File: src/rtl/acq_seq_pkg.sv
package acq_seq_pkg;

    // Controller states: waiting for a request, or inside a frame
    typedef enum logic [0:0] {
        ST_IDLE  = 1'b0,
        ST_FRAME = 1'b1
    } seq_state_t;

endpackage

File: src/rtl/acq_frame_ctrl.sv
module acq_frame_ctrl
    import acq_seq_pkg::*;
#(
    parameter int RES_W = 12
) (
    input  logic clk,
    input  logic rst_n,
    input  logic conv_req,
    output logic busy,
    output logic load_en,
    output logic shift_en,
    output logic out_en,
    output logic sample_en,
    output logic commit_en
);

    // Positions 1..LAST_POS are held in ST_FRAME; the close edge is LAST_POS+1
    localparam int LAST_POS = RES_W + 1;
    localparam int POS_W    = $clog2(LAST_POS + 1);
    localparam logic [POS_W-1:0] POS_LAST  = POS_W'(LAST_POS);
    localparam logic [POS_W-1:0] POS_FIRST = POS_W'(1);
    localparam logic [POS_W-1:0] POS_OUT   = POS_W'(2);
    localparam logic [POS_W-1:0] POS_SHEND = POS_W'(RES_W);

    seq_state_t       state_q, state_d;
    logic [POS_W-1:0] pos_q, pos_d;

    always_comb begin
        state_d = state_q;
        pos_d   = pos_q;
        unique case (state_q)
            ST_IDLE: begin
                if (conv_req) begin          // start
                    state_d = ST_FRAME;
                    pos_d   = POS_FIRST;
                end
            end
            ST_FRAME: begin
                if (pos_q == POS_LAST) begin // close
                    state_d = ST_IDLE;
                    pos_d   = '0;
                end else begin               // advance
                    pos_d   = pos_q + POS_W'(1);
                end
            end
        endcase
    end

    always_ff @(posedge clk or negedge rst_n) begin
        if (!rst_n) begin
            state_q <= ST_IDLE;
            pos_q   <= '0;
        end else begin
            state_q <= state_d;
            pos_q   <= pos_d;
        end
    end

    always_comb begin
        busy      = (state_q == ST_FRAME);
        load_en   = (state_q == ST_IDLE) && conv_req;
        out_en    = (state_q == ST_FRAME) && (pos_q >= POS_OUT);
        shift_en  = (state_q == ST_FRAME) && (pos_q >= POS_OUT) && (pos_q <= POS_SHEND);
        sample_en = (state_q == ST_FRAME);
        commit_en = (state_q == ST_FRAME) && (pos_q == POS_LAST);
    end

    AST_FRAME_STEP: assert property (@(posedge clk) disable iff (!rst_n)
        (state_q == ST_FRAME && pos_q != POS_LAST) |=> (state_q == ST_FRAME && pos_q == $past(pos_q) + POS_W'(1)));
    AST_FRAME_CLOSE: assert property (@(posedge clk) disable iff (!rst_n)
        commit_en |=> !busy);
    AST_CONV_IGNORED: assert property (@(posedge clk) disable iff (!rst_n)
        (busy && conv_req && !commit_en) |=> (busy && !load_en));

endmodule

File: src/rtl/acq_result_lanes.sv
module acq_result_lanes #(
    parameter int LANES = 3,
    parameter int RES_W = 12
) (
    input  logic                   clk,
    input  logic                   rst_n,
    input  logic                   load_en,
    input  logic                   shift_en,
    input  logic                   out_en,
    input  logic [LANES*RES_W-1:0] res_words,
    output logic [LANES-1:0]       ser_out
);

    for (genvar g = 0; g < LANES; g++) begin : g_lane
        logic [RES_W-1:0] sh_q;

        always_ff @(posedge clk or negedge rst_n) begin
            if (!rst_n) begin
                sh_q <= '0;
            end else if (load_en) begin
                sh_q <= res_words[g*RES_W +: RES_W];
            end else if (shift_en) begin
                sh_q <= {sh_q[RES_W-2:0], 1'b0};
            end
        end

        assign ser_out[g] = out_en & sh_q[RES_W-1];
    end

    AST_LOAD_SILENT: assert property (@(posedge clk) disable iff (!rst_n)
        load_en |=> (ser_out == '0));

endmodule

File: src/rtl/acq_setup_rx.sv
module acq_setup_rx #(
    parameter int DAC_W  = 8,
    parameter int GAIN_W = 2,
    parameter int CHAN_W = 3
) (
    input  logic              clk,
    input  logic              rst_n,
    input  logic              ser_in,
    input  logic              sample_en,
    input  logic              commit_en,
    input  logic              load_en,
    output logic [DAC_W-1:0]  dac_code,
    output logic [GAIN_W-1:0] gain_sel,
    output logic [CHAN_W-1:0] chan_sel
);

    localparam int SETUP_W = DAC_W + GAIN_W + CHAN_W;

    logic [SETUP_W-2:0]  rx_q;
    logic [SETUP_W-1:0]  word;
    logic [GAIN_W-1:0]   pend_gain_q;
    logic [CHAN_W-1:0]   pend_chan_q;

    // Word as it stands once the last serial bit is present
    assign word = {rx_q, ser_in};

    always_ff @(posedge clk or negedge rst_n) begin
        if (!rst_n) begin
            rx_q <= '0;
        end else if (sample_en) begin
            rx_q <= word[SETUP_W-2:0];
        end
    end

    // First buffer stage: commit at the frame's close edge
    always_ff @(posedge clk or negedge rst_n) begin
        if (!rst_n) begin
            dac_code    <= '0;
            pend_gain_q <= '0;
            pend_chan_q <= '0;
        end else if (commit_en) begin
            dac_code    <= word[SETUP_W-1 -: DAC_W];
            pend_gain_q <= word[CHAN_W +: GAIN_W];
            pend_chan_q <= word[CHAN_W-1:0];
        end
    end

    // Second buffer stage: apply at the start of the next conversion
    always_ff @(posedge clk or negedge rst_n) begin
        if (!rst_n) begin
            gain_sel <= '0;
            chan_sel <= '0;
        end else if (load_en) begin
            gain_sel <= pend_gain_q;
            chan_sel <= pend_chan_q;
        end
    end

    AST_DAC_HOLD: assert property (@(posedge clk) disable iff (!rst_n)
        !commit_en |=> $stable(dac_code));
    AST_SEL_HOLD: assert property (@(posedge clk) disable iff (!rst_n)
        !load_en |=> ($stable(gain_sel) && $stable(chan_sel)));

endmodule

File: src/rtl/acq_frame_seq.sv
module acq_frame_seq #(
    parameter int LANES  = 3,
    parameter int RES_W  = 12,
    parameter int DAC_W  = 8,
    parameter int GAIN_W = 2,
    parameter int CHAN_W = 3
) (
    input  logic                   clk,
    input  logic                   rst_n,
    input  logic                   conv_req,
    input  logic [LANES*RES_W-1:0] res_words,
    input  logic                   ser_in,
    output logic                   busy,
    output logic                   dclk_out,
    output logic [LANES-1:0]       ser_out,
    output logic [DAC_W-1:0]       dac_code,
    output logic [GAIN_W-1:0]      gain_sel,
    output logic [CHAN_W-1:0]      chan_sel
);

    logic load_en, shift_en, out_en, sample_en, commit_en;

    acq_frame_ctrl #(.RES_W(RES_W)) u_ctrl (
        .clk      (clk),
        .rst_n    (rst_n),
        .conv_req (conv_req),
        .busy     (busy),
        .load_en  (load_en),
        .shift_en (shift_en),
        .out_en   (out_en),
        .sample_en(sample_en),
        .commit_en(commit_en)
    );

    acq_result_lanes #(.LANES(LANES), .RES_W(RES_W)) u_lanes (
        .clk      (clk),
        .rst_n    (rst_n),
        .load_en  (load_en),
        .shift_en (shift_en),
        .out_en   (out_en),
        .res_words(res_words),
        .ser_out  (ser_out)
    );

    acq_setup_rx #(.DAC_W(DAC_W), .GAIN_W(GAIN_W), .CHAN_W(CHAN_W)) u_setup (
        .clk      (clk),
        .rst_n    (rst_n),
        .ser_in   (ser_in),
        .sample_en(sample_en),
        .commit_en(commit_en),
        .load_en  (load_en),
        .dac_code (dac_code),
        .gain_sel (gain_sel),
        .chan_sel (chan_sel)
    );

    // Data clock passes only while result bits are on the lines
    assign dclk_out = clk & out_en;

    AST_DCLK_IN_FRAME: assert property (@(posedge clk) disable iff (!rst_n)
        out_en |-> busy);
    AST_IDLE_LINES_LOW: assert property (@(posedge clk) disable iff (!rst_n)
        !busy |-> (ser_out == '0));

endmodule

File: config.mk
export PLATFORM = sky130hd
export DESIGN_NAME = acq_frame_seq
export DESIGN_NICKNAME = d
export VERILOG_FILES = /design/src/rtl/acq_seq_pkg.sv /design/src/rtl/acq_frame_ctrl.sv /design/src/rtl/acq_result_lanes.sv /design/src/rtl/acq_setup_rx.sv /design/src/rtl/acq_frame_seq.sv
export SDC_FILE = /design/constraint.sdc
export NUM_CORES = 1
export LEC_CHECK = 0
export ABC_AREA = 1
export BUFFER_PORTS_ARGS = -buffer_cell sky130_fd_sc_hd__buf_2
export CORE_ASPECT_RATIO = 0.6
export CORE_MARGIN = 4
export CORE_UTILIZATION = 48
export DETAILED_ROUTE_END_ITERATION = 16
export PLACE_DENSITY = 0.81
export SYNTH_ARGS = -nofsm -noshare
export SYNTH_HDL_FRONTEND = slang
export SYNTH_SLANG_ARGS = --single-unit
File: constraint.sdc
create_clock -name clk -period 1.1 [get_ports clk]
set_input_delay 0.165 -clock clk [delete_from_list [all_inputs] [get_ports clk]]
set_output_delay 0.165 -clock clk [all_outputs]
set_load 0.03 [all_outputs]
* Word level (Yosys, flattened, before mapping)
Index checks and enable logic that the tools add are counted.
Cells by class: bitwise logic cells 5, muxes and demuxes 12, divide/modulo/power cells 0, $lt $le $gt $ge 2, multipliers 0, shift-type cells 0, $add $sub $neg 1, reduce and logical (&&, ||, !) cells 5, eq/ne operators 2
Operators with widths (count):
- 12-bit two-way mux | 6
- 4-bit two-way mux | 2
- 4-bit one-hot mux with 2 select lines | 1
- 4-bit by 1-bit adder with 4-bit output (second input constant) | 1
- 1-bit AND | 4
- 4-bit equality test (second input constant) | 1
- 4-bit by 2-bit >= comparator with 1-bit output (second input constant) | 1
- 4-bit <= comparator (second input constant) | 1
- 1-bit logical AND | 4
- 1-bit two-way mux | 2
- 2-bit != test (second input constant) | 1
- 1-bit one-hot mux with 2 select lines | 1
- 2-bit nonzero test | 1
- 1-bit NOT | 1
Storage, ports and cells: flip-flop bits (word level) 71, bits in read-only memories 0, memory bits (writable) 0, bits of input ports 40, latch bits 0, memories kept 0

* Logic depth before layout (Yosys ltp)
Gate-level depths: netlist of run 1.
depth in word-level cells 5, gate-level depth with buffers 8

* Cells and area by module
From an unflattened synthesis of run 1, not the netlist that was laid out.
Unflattened totals: cells, all modules 370, area total of the unflattened synthesis 3101.7 µm²
By module, submodules not included:
- acq_result_lanes | cells each 199, area each 1660.3 µm², instances 1
- acq_setup_rx | cells each 127, area each 1131.1 µm², instances 1
- acq_frame_ctrl | cells each 42, area each 302.8 µm², instances 1
- acq_frame_seq | cells each 2, area each 7.5 µm², instances 1

==> results.json, run 1 <==
{
  "status": "finished, violations left",
  "violations": "negative setup slack",
  "rsz0062_at_grt": "yes",
  "ios": 58,
  "synth_top_family_by_area": "simple AND/OR/NAND/NOR gates",
  "io_buffers": 57,
  "htreeDepth": 3,
  "worst_slew_pin_slew_ps": 366,
  "ys_seq_area_frac": 0.536,
  "fin_nets": 573,
  "placementRows": 23,
  "p_switching_mw": 8.52,
  "min_from": "res_words[0]",
  "synth_edf_count": 0,
  "netlist_area_um2": 3310,
  "period_share": 1.43,
  "critPathMaxFanout": 7,
  "crit_family": "simple AND/OR/NAND/NOR gates",
  "drt_wl_total_um": 13600,
  "whs_endpoint": "u_lanes.g_lane[0].sh_q[0]$_DFFE_PN0P_",
  "drv_cap": 0,
  "finClkSkew_ps": 8.47,
  "hold_slack_ps": 31.1,
  "fmax_ghz": 0.635,
  "syn_inst": 425,
  "area_growth_syn_to_layout_pct": 61.1,
  "ys_seq_elements": 71,
  "synth_compound_area_frac": 0.0555,
  "power_frac_seq": 0.255,
  "grt_max_degree": 32,
  "synth_area_leader_cell": "dfrtp_1",
  "intPower_mw": 9.80,
  "fin_crit_ps": 1580,
  "yosys_warnings": 0,
  "drt_first_iter_violations": 429,
  "crit_type": "flop to flop",
  "dp_hpwl_um": 5180,
  "path_clk_slew_ps": 60,
  "finalPower_mw": 18.3,
  "cts_tree": "done",
  "syn-mean-instance-area_um2": 7.80,
  "slowest_delay_ps": 440,
  "synth_most_common_cell": "nand2_1",
  "crit_chain": "nor2_2, nand2_4, buf_6, nand3_4, buf_6, nand2_8, nand2_2, nand2_1",
  "reg2reg_from": "u_ctrl.pos_q[3]$_DFFE_PN0P_",
  "clk_latency_ps": 340,
  "hold_class": "primary input to flop",
  "synth_simple_gate_area_frac": 0.326,
  "synth_common_cells": "nand2_1, dfrtp_1, nand3_1",
  "p_clk_frac": 0.165,
  "initial_core_util": 0.496,
  "drtPass1Iterations": 5,
  "grt_pass1_wl_um": 19000,
  "final-setup-viol-count": 71,
  "grt_pass1_vias": 3586,
  "slew_headroom": 0.756,
  "die_h_um": 72.4,
  "total_leakage_power_nw": 2.78,
  "cp_data_arrival_time_ps": 1800,
  "vias_per_cell": 5.95,
  "synth_mux_area_frac": 0,
  "crit_path_start_kind": "flop",
  "hold_depth": 3,
  "gp_congestion": 0.813,
  "switching_share": 0.465,
  "crit_buf_inv": 2,
  "dieArea_um2": 8340,
  "drive_above_1_share": 0.480,
  "grt.overflow.total": 0,
  "finalMaxSlewViolations": 0,
  "endpoint_kind": "flop",
  "combPwrFrac": 0.580,
  "ir_drop_mv": 1.57,
  "ant_nets": 0,
  "r2r-end": "u_lanes.g_lane[2].sh_q[5]$_DFFE_PN0P_",
  "drc_errors": 0,
  "cts_root_buf": "clkbuf_16",
  "synthArstFlopShare": 1.00,
  "grt.total_usage": 0.303,
  "die_w_um": 115,
  "crit_slowest_cell": "dfrtp_1",
  "power_density_nw_per_um2": 3430,
  "vias": 3721,
  "n_antenna_cell": 0,
  "synth_xor_area_frac": 0,
  "yosys_most_used_dff": "dfrtp_1",
  "cts_buffer_depth": 2,
  "r2r_slack_ps": -480,
  "synth_cell_type_count": 20,
  "routedWlPerCell_um": 21.7,
  "cts_buffers": 9,
  "reg2regPathDepth": 8,
  "syn_nets": 465,
  "cp_common_cell": "buf_6",
  "synth_top_area_share": 0.536,
  "antenna_found_initial": 0,
  "synth.area.top_cells": "dfrtp_1, nand2_1, nand3_1",
  "crit_required_ps": 1320,
  "hold_viol": 0,
  "core_area_um2": 6680,
  "synth_adder_area_share": 0,
  "layout_setup_ws_ps": -476
}
state kept, by name, indices dropped and copies added, names as in the netlist:
| name | flops |
|---|---|
| u_setup.pend_chan_q | 3 |
| u_lanes.g_lane.sh_q | 36 |
| u_setup.dac_code | 8 |
| u_setup.pend_gain_q | 2 |
| u_ctrl.busy | 1 |
| u_setup.chan_sel | 3 |
| u_ctrl.pos_q | 4 |
| u_setup.gain_sel | 2 |
| u_setup.rx_q | 12 |
logic make-up (layout without fill, tap and decap cells):
logic type / Yosys count / after routing
compound gates: 36 / 36
flops: 71 / 71
simple gates: 261 / 264
buf+inv: 57 / 167
cells in the final DEF, fill, tap and decap left out, drive strengths merged:
cell type / netlist / routed
o21ai: 33 / 33
buf: 19 / 114
clkinv: 0 / 2
nand4: 1 / 1
dlygate4sd3: 0 / 1
clkbuf: 4 / 15
dfrtp: 71 / 71
nand3: 38 / 38
inv: 34 / 34
or2: 1 / 1
o22ai: 3 / 3
nand2: 209 / 212
clkinvlp: 0 / 1
nor2: 12 / 12
routing by layer:
layer / vias to the layer above / track usage / wire length (um)
li1: 1535 / - / -
met1: 1738 / 0.394 / 5100
met2: 340 / 0.463 / 5780
met3: 108 / 0.0908 / 1500
met4: 0 / 0.154 / 1190
met5: - / 0 / 0
stage by stage:
step,cell area [um2],worst slack (ps),std cells,utilization,setup TNS [ps]
4_1_cts,4990,-364,623,0.748,-17840
5_1_grt,5340,-494,625,0.800,-26150
6_report,5340,-476,625,0.800,-24360
2_1_floorplan,3420,-132,425,-,-7380
3_5_place_dp,3840,-198,566,0.575,-7870
3_3_place_gp,3840,-156,566,0.575,-5430
how the worst max path moves through the flow:
stage,slack [ps],to,startpoint,cells past startpoint
3_3_place_gp,-160,u_lanes.g_lane[1].sh_q[9]$_DFFE_PN0P_,u_ctrl.busy$_DFF_PN0_,7
2_1_floorplan,-130,u_setup.dac_code[6]$_DFFE_PN0P_,u_ctrl.busy$_DFF_PN0_,5
4_1_cts,-360,dclk_out,u_ctrl.pos_q[3]$_DFFE_PN0P_,5
3_5_place_dp,-200,u_lanes.g_lane[1].sh_q[4]$_DFFE_PN0P_,u_ctrl.pos_q[1]$_DFFE_PN0P_,6
5_1_grt,-490,u_lanes.g_lane[2].sh_q[5]$_DFFE_PN0P_,u_ctrl.pos_q[3]$_DFFE_PN0P_,8
6_report,-480,u_lanes.g_lane[2].sh_q[5]$_DFFE_PN0P_,u_ctrl.pos_q[3]$_DFFE_PN0P_,8
power by group through the flow:
stage          sequential, mW  combinational, mW  clock [mW]
2_1_floorplan            4.74               3.80       0.151
3_3_place_gp             4.36               5.26       0.181
3_5_place_dp             4.41               5.43       0.181
4_1_cts                  4.36               8.38        2.98
5_1_grt                  4.71               11.1        3.14
6_report                 4.66               10.6        3.03
area by class of cell:
cell class | instances | area, um2
multi-input cells | 300 | 1850
fillers | 344 | 1340
flip-flops and latches | 71 | 1780
inverters | 33 | 141
well taps | 87 | 109
clock buffers | 14 | 272
clock inverters | 4 | 20.0
repair buffers | 116 | 1170
worst register-to-register path, cell delays in order, from the launching register on:
cell and delay (ps):
dfrtp_1 440, nor2_2 190, nand2_4 110, buf_6 140, nand3_4 160, buf_6 180, nand2_8 110, nand2_2 80
nand2_1 70
what timing repair did:
action | 4_1_cts | 5_1_grt
hold buffers | 1 | 0
endpoints found under the hold margin | 11 | 0
endpoints found under the setup margin | 64 | 73
buffers inserted | 25 | 9
pin swaps | 21 | 38
resized for setup | 96 | 134
gates cloned | 15 | 1
No activity file was read; power rests on OpenSTA's default activity.
==> run 2: changes to the inputs <==
- CORE_UTILIZATION: 48 -> 50
- PLACE_DENSITY: 0.81 -> 0.83
- clock period: 1.1 -> 1.4 ns (I/O delays scaled with it)
==> run 2 against run 1 <==
Net effect:
- the run still ends with negative setup slack left
- clock power is 27% lower
- fmax up 9.4%
- sequential share of layout area increased by 9.9 points
- worst setup slack improved by 440 ps
- flip-flop and latch count unchanged
==> results.json, run 2 (same netlist as run 1, synthesis figures left out) <==
{
  "cp_data_arrival_time_ps": 1610,
  "reg2regPathDepth": 8,
  "cp_common_cell": "nand2_1",
  "vias": 3041,
  "setup_tns_ps": -141,
  "fin_nets": 533,
  "dp_hpwl_um": 5100,
  "violations": "negative setup slack",
  "cts_root_buf": "clkbuf_8",
  "grt.overflow.total": 0,
  "crit_start": "u_ctrl.pos_q[2]$_DFFE_PN0P_",
  "ant_nets": 0,
  "cts_buffers": 9,
  "r2r_slack_ps": -40,
  "routedWlPerCell_um": 14.3,
  "drt_wl_total_um": 8310,
  "finClkSkew_ps": 204,
  "min_from": "res_words[22]",
  "slowest_delay_ps": 400,
  "clk_latency_ps": 460,
  "period_share": 1.03,
  "drt_first_iter_violations": 340,
  "path_clk_slew_ps": 80,
  "placementRows": 22,
  "layout_setup_ws_ps": -39.6,
  "ios": 58,
  "drive_above_1_share": 0.225,
  "hold_viol": 0,
  "layout_commonest_cell": "nand2_1",
  "drtPass1Iterations": 11,
  "finalPower_mw": 10.2,
  "vias_per_cell": 5.23,
  "endpoint_kind": "flop",
  "most-common-layout-cells": "nand2_1, dfrtp_1, buf_2, nand3_1, o21ai_0",
  "n_fill_cell": 519,
  "die_h_um": 71.1,
  "slew_headroom": 0.744,
  "rsz0062_at_grt": "yes",
  "reg2reg_from": "u_ctrl.pos_q[2]$_DFFE_PN0P_",
  "largest_register": "u_lanes.g_lane.sh_q",
  "htreeDepth": 3,
  "n_antenna_cell": 0,
  "cts_buffer_depth": 2,
  "crit_family": "simple AND/OR/NAND/NOR gates",
  "final-setup-viol-count": 7,
  "dieArea_um2": 8040,
  "cts_tree": "done",
  "hold_depth": 3,
  "crit_path_start_kind": "flop",
  "gp_congestion": 0.785,
  "whs_endpoint": "u_lanes.g_lane[1].sh_q[10]$_DFFE_PN0P_",
  "power_frac_seq": 0.335,
  "p_switching_mw": 4.49,
  "final_area_um2": 4110,
  "area_growth_syn_to_layout_pct": 24.0,
  "worst_slew_pin_slew_ps": 385,
  "placed_area_um2": 3720,
  "hold_class": "primary input to flop",
  "intPower_mw": 5.76,
  "total_leakage_power_nw": 2.28,
  "initial_core_util": 0.528,
  "drv_cap": 0,
  "r2r-end": "u_lanes.g_lane[1].sh_q[5]$_DFFE_PN0P_",
  "reg_top3": "u_lanes.g_lane.sh_q: 36 flops, u_setup.rx_q: 12 flops, u_setup.dac_code: 8 flops",
  "status": "finished, violations left",
  "dp_cells": 554,
  "grt.total_usage": 0.225,
  "drc_errors": 0,
  "finalMaxSlewViolations": 0,
  "final_cells": 582,
  "crit_slowest_cell": "dfrtp_1",
  "crit_type": "flop to flop",
  "crit_required_ps": 1570,
  "core_area_um2": 6280,
  "critPathMaxFanout": 14,
  "antenna_found_initial": 0,
  "fin_crit_ps": 1440,
  "combPwrFrac": 0.450,
  "die_w_um": 113,
  "ir_drop_mv": 0.958,
  "largest_register_ffs": 36,
  "power_density_nw_per_um2": 2490,
  "grt_max_degree": 72,
  "crit_chain": "buf_4, nand2_1, inv_2, nand2_2, nand3_4, buf_6, nand2_1, nand3_1",
  "io_buffers": 57,
  "crit_buf_inv": 3,
  "grt_pass1_wl_um": 14400,
  "p_clk_frac": 0.215,
  "fmax_ghz": 0.695,
  "grt_pass1_vias": 2992,
  "switching_share": 0.438
}
==> run 2: cell types whose count changed in the layout (fill, tap and decap cells not counted), moves of 15 or more <==
cell	before	now
buf_6	28	4
o21ai_0	8	32
nand2_4	21	1
nand2_1	126	204
nand2_2	60	3
o21ai_1	16	1
==> run 2: stage by stage <==
step | setup WS (ps) | hold slack [ps] | util
after floorplan | -108 | -85.6 | -
after global placement | 92.9 | 264 | 0.593
after detailed placement | 21.9 | 265 | 0.593
after CTS | -3.53 | 12.8 | 0.649
after global routing | -101 | 1.55 | 0.655
final | -39.6 | 6.91 | 0.655
==> run 2: how the worst max path moves through the flow <==
stage	slack, ps	depth (start not counted)	end
after CTS	-4	5	dclk_out
after floorplan	-110	4	dclk_out
after detailed placement	20	7	u_lanes.g_lane[1].sh_q[4]$_DFFE_PN0P_
after global placement	90	5	u_lanes.g_lane[2].sh_q[4]$_DFFE_PN0P_
final	-40	8	u_lanes.g_lane[1].sh_q[5]$_DFFE_PN0P_
after global routing	-100	8	u_lanes.g_lane[1].sh_q[5]$_DFFE_PN0P_
==> run 2: cell type report <==
type                    instances  area [um2]  area share
well taps                      84         105      0.0256
clock inverters                 7        73.8      0.0180
multi-input cells             297        1290       0.314
inverters                      33         126      0.0307
clock buffers                  14         194      0.0472
flip-flops and latches         71        1780       0.432
repair buffers                 76         542       0.132
==> run 2: timing repair <==
| item | CTS | global route |
|---|---|---|
| hold buffers | 3 | 0 |
| hold endpoints to repair | 70 | 0 |
| gates cloned | 0 | 0 |
| buffers inserted | 8 | 1 |
| pin swaps | 0 | 1 |
| resized for setup | 13 | 9 |
| setup endpoints to repair | 7 | 12 |
==> run 2: per-layer routing <==
metal,vias to the layer above,wire [um],GRT usage
li1,1444,-,-
met1,1444,3680,0.302
met2,129,3820,0.343
met3,24,639,0.0863
met4,0,172,0.0667
met5,-,0,0
==> run 2: worst reg2reg max path, stage by stage (launching register included) <==
cell	delay (ps)
dfrtp_1	400
buf_4	160
nand2_1	120
inv_2	70
nand2_2	120
nand3_4	150
buf_6	190
nand2_1	60
nand3_1	60
==> run 2: power by group through the flow <==
stage	clock network, mW	registers (mW)	logic (mW)
after global placement	0.110	3.43	3.89
after detailed placement	0.110	3.47	4.08
after CTS	2.20	3.41	4.37
final	2.20	3.44	4.61
after global routing	2.34	3.53	5.18
after floorplan	0.0861	3.72	2.76
==> run 3: changes to the inputs <==
==> constraint.sdc (replaced) <==
create_clock -name clk -period 1.4 [get_ports clk]
set_input_delay 0.07 -clock clk [delete_from_list [all_inputs] [get_ports clk]]
set_output_delay 0.07 -clock clk [all_outputs]
set_load 0.03 [all_outputs]
==> run 3 against run 2 <==
Net effect:
- largest power group unchanged
- sequential share of layout area shrank 0.40 points
- via count shrank 4.1%
- the run now ends clean
- non-clock buffer count grew 10
- cell area grew 0.94%
- total power shrank 4.4%
- critical path type is now flop to primary output
- clock skew shrank 190 ps
- die area is the same
- flip-flop and latch count is the same
- critical path depth shrank 3
==> results.json, run 3 (same netlist as run 1, synthesis figures left out) <==
{
  "cts_tree": "done",
  "grt.overflow.total": 0,
  "drc_errors": 0,
  "crit_chain": "nor2_2, nand2_4, nand2_4, nor2_2, buf_6",
  "n_antenna_cell": 0,
  "cp-endpoint": "ser_out[0]",
  "grt_pass1_vias": 2794,
  "fin_nets": 540,
  "dp_cells": 557,
  "io_buffers": 57,
  "largest_register_ffs": 36,
  "placementRows": 22,
  "rsz0062_at_grt": "yes",
  "total_leakage_power_nw": 2.30,
  "dp_hpwl_um": 5290,
  "cts_buffer_depth": 2,
  "ios": 58,
  "crit_slowest_cell": "dfrtp_1",
  "dieArea_um2": 8040,
  "most-common-layout-cells": "nand2_1, dfrtp_1, buf_2, nand3_1, o21ai_0",
  "status": "finished clean",
  "reg2reg_from": "u_ctrl.pos_q[3]$_DFFE_PN0P_",
  "crit_type": "flop to primary output",
  "initial_core_util": 0.528,
  "power_density_nw_per_um2": 2360,
  "layout_commonest_cell": "nand2_1",
  "crit_start": "u_ctrl.pos_q[3]$_DFFE_PN0P_",
  "vias_per_cell": 4.95,
  "antenna_found_initial": 0,
  "final_cells": 589,
  "ant_nets": 0,
  "core_area_um2": 6280,
  "gp_congestion": 0.778,
  "crit_path_start_kind": "flop",
  "finalMaxSlewViolations": 0,
  "reg_top3": "u_lanes.g_lane.sh_q: 36 flops, u_setup.rx_q: 12 flops, u_setup.dac_code: 8 flops",
  "drt_first_iter_violations": 239,
  "endpoint_kind": "primary output",
  "regArea_um2": 1780,
  "finClkSkew_ps": 9.24,
  "utilization": 0.661,
  "hold_viol": 0,
  "critPathMaxFanout": 5,
  "grt_pass1_wl_um": 12900,
  "fin_crit_ps": 1380,
  "fmax_ghz": 0.725,
  "die_w_um": 113,
  "r2r-end": "u_lanes.g_lane[0].sh_q[11]$_DFFE_PN0P_",
  "vias": 2916,
  "final-setup-viol-count": 0,
  "hold_class": "primary input to flop",
  "drtPass1Iterations": 4,
  "largest_register": "u_lanes.g_lane.sh_q",
  "r2r_slack_ps": 50,
  "worst_slew_pin_slew_ps": 399,
  "clk_latency_ps": 350,
  "cp_data_arrival_time_ps": 1310,
  "crit_required_ps": 1330,
  "cts_buffers": 9,
  "slew_headroom": 0.731,
  "htreeDepth": 3,
  "slowest_delay_ps": 420,
  "multi_input_area_um2": 1310,
  "area_growth_syn_to_layout_pct": 25.2,
  "cts_root_buf": "clkbuf_8",
  "ir_drop_mv": 1.15,
  "grt_max_degree": 46,
  "die_h_um": 71.1,
  "path_clk_slew_ps": 80,
  "drive_above_1_share": 0.224,
  "reg2regPathDepth": 7,
  "routedWlPerCell_um": 13.3,
  "drt_wl_total_um": 7860,
  "period_share": 0.985,
  "n_fill_cell": 509,
  "grt.total_usage": 0.200,
  "drv_cap": 0
}
-- run 3: cell count changes in the layout (fill, tap and decap cells not counted), sizes merged --
cell,before,now
inv,35,34
buf,77,79
dlygate4sd3,3,8
clkinv,2,3
-- run 3: layer usage --
layer	wire length [um]	GRT usage	vias to the layer above
met5	0	0	-
met4	118	0.0533	0
met3	396	0.0607	12
met2	3690	0.312	80
met1	3650	0.274	1367
li1	-	-	1457
-- run 3: cell type report --
type,instances,area share
clock buffer,11,0.0335
timing repair buffer,86,0.152
multi-input combinational,297,0.314
clock inverter,7,0.0154
sequential,71,0.428
inverter,33,0.0311
tap,84,0.0253
-- run 3: worst min-delay path by stage --
| stage | slack (ps) | startpoint | cells after the start | end |
|---|---|---|---|---|
| after floorplan | -230 | rst_n | 0 | u_ctrl.busy$_DFF_PN0_ |
| after global placement | 90 | rst_n | 2 | u_ctrl.pos_q[0]$_DFFE_PN0P_ |
| after detailed placement | 80 | rst_n | 2 | u_setup.dac_code[2]$_DFFE_PN0P_ |
| after CTS | 4 | res_words[2] | 5 | u_lanes.g_lane[0].sh_q[2]$_DFFE_PN0P_ |
| after global routing | 30 | res_words[2] | 5 | u_lanes.g_lane[0].sh_q[2]$_DFFE_PN0P_ |
| final | 20 | res_words[35] | 5 | u_lanes.g_lane[2].sh_q[11]$_DFFE_PN0P_ |
-- run 3: stage by stage --
| step | TNS, ps | power (mW) | hold WS [ps] | cell area [um2] | worst slack [ps] |
|---|---|---|---|---|---|
| after floorplan | 0 | 6.57 | -226 | 3320 | 31.6 |
| after global placement | 0 | 7.43 | 92.1 | 3730 | 119 |
| after detailed placement | 0 | 7.67 | 84.1 | 3730 | 63.3 |
| after CTS | 0 | 9.50 | 3.96 | 4060 | 11.3 |
| after global routing | -952 | 10.6 | 26.6 | 4150 | -61.2 |
| final | 0 | 9.80 | 15.7 | 4150 | 20.4 |
-- run 3: critical path: cells and delay by family, from the launching register on --
family / cells / cell delay (ps)
buf+inv: 1 / 130
flops: 1 / 420
simple gates: 4 / 400
-- run 3: power breakdown --
group / leakage, nW / total, mW / switching (mW) / internal [mW]
sequential: 0.904 / 3.44 / 0.501 / 2.94
clock: 0.106 / 1.77 / 0.876 / 0.896
combinational: 1.29 / 4.59 / 2.91 / 1.68
-- run 3: repair_timing --
item / CTS / global route
endpoints found under the setup margin: 6 / 38
hold buffers: 8 / 0
pin swaps: 0 / 4
setup buffers: 5 / 3
resized for setup: 5 / 21
endpoints found under the hold margin: 79 / 0
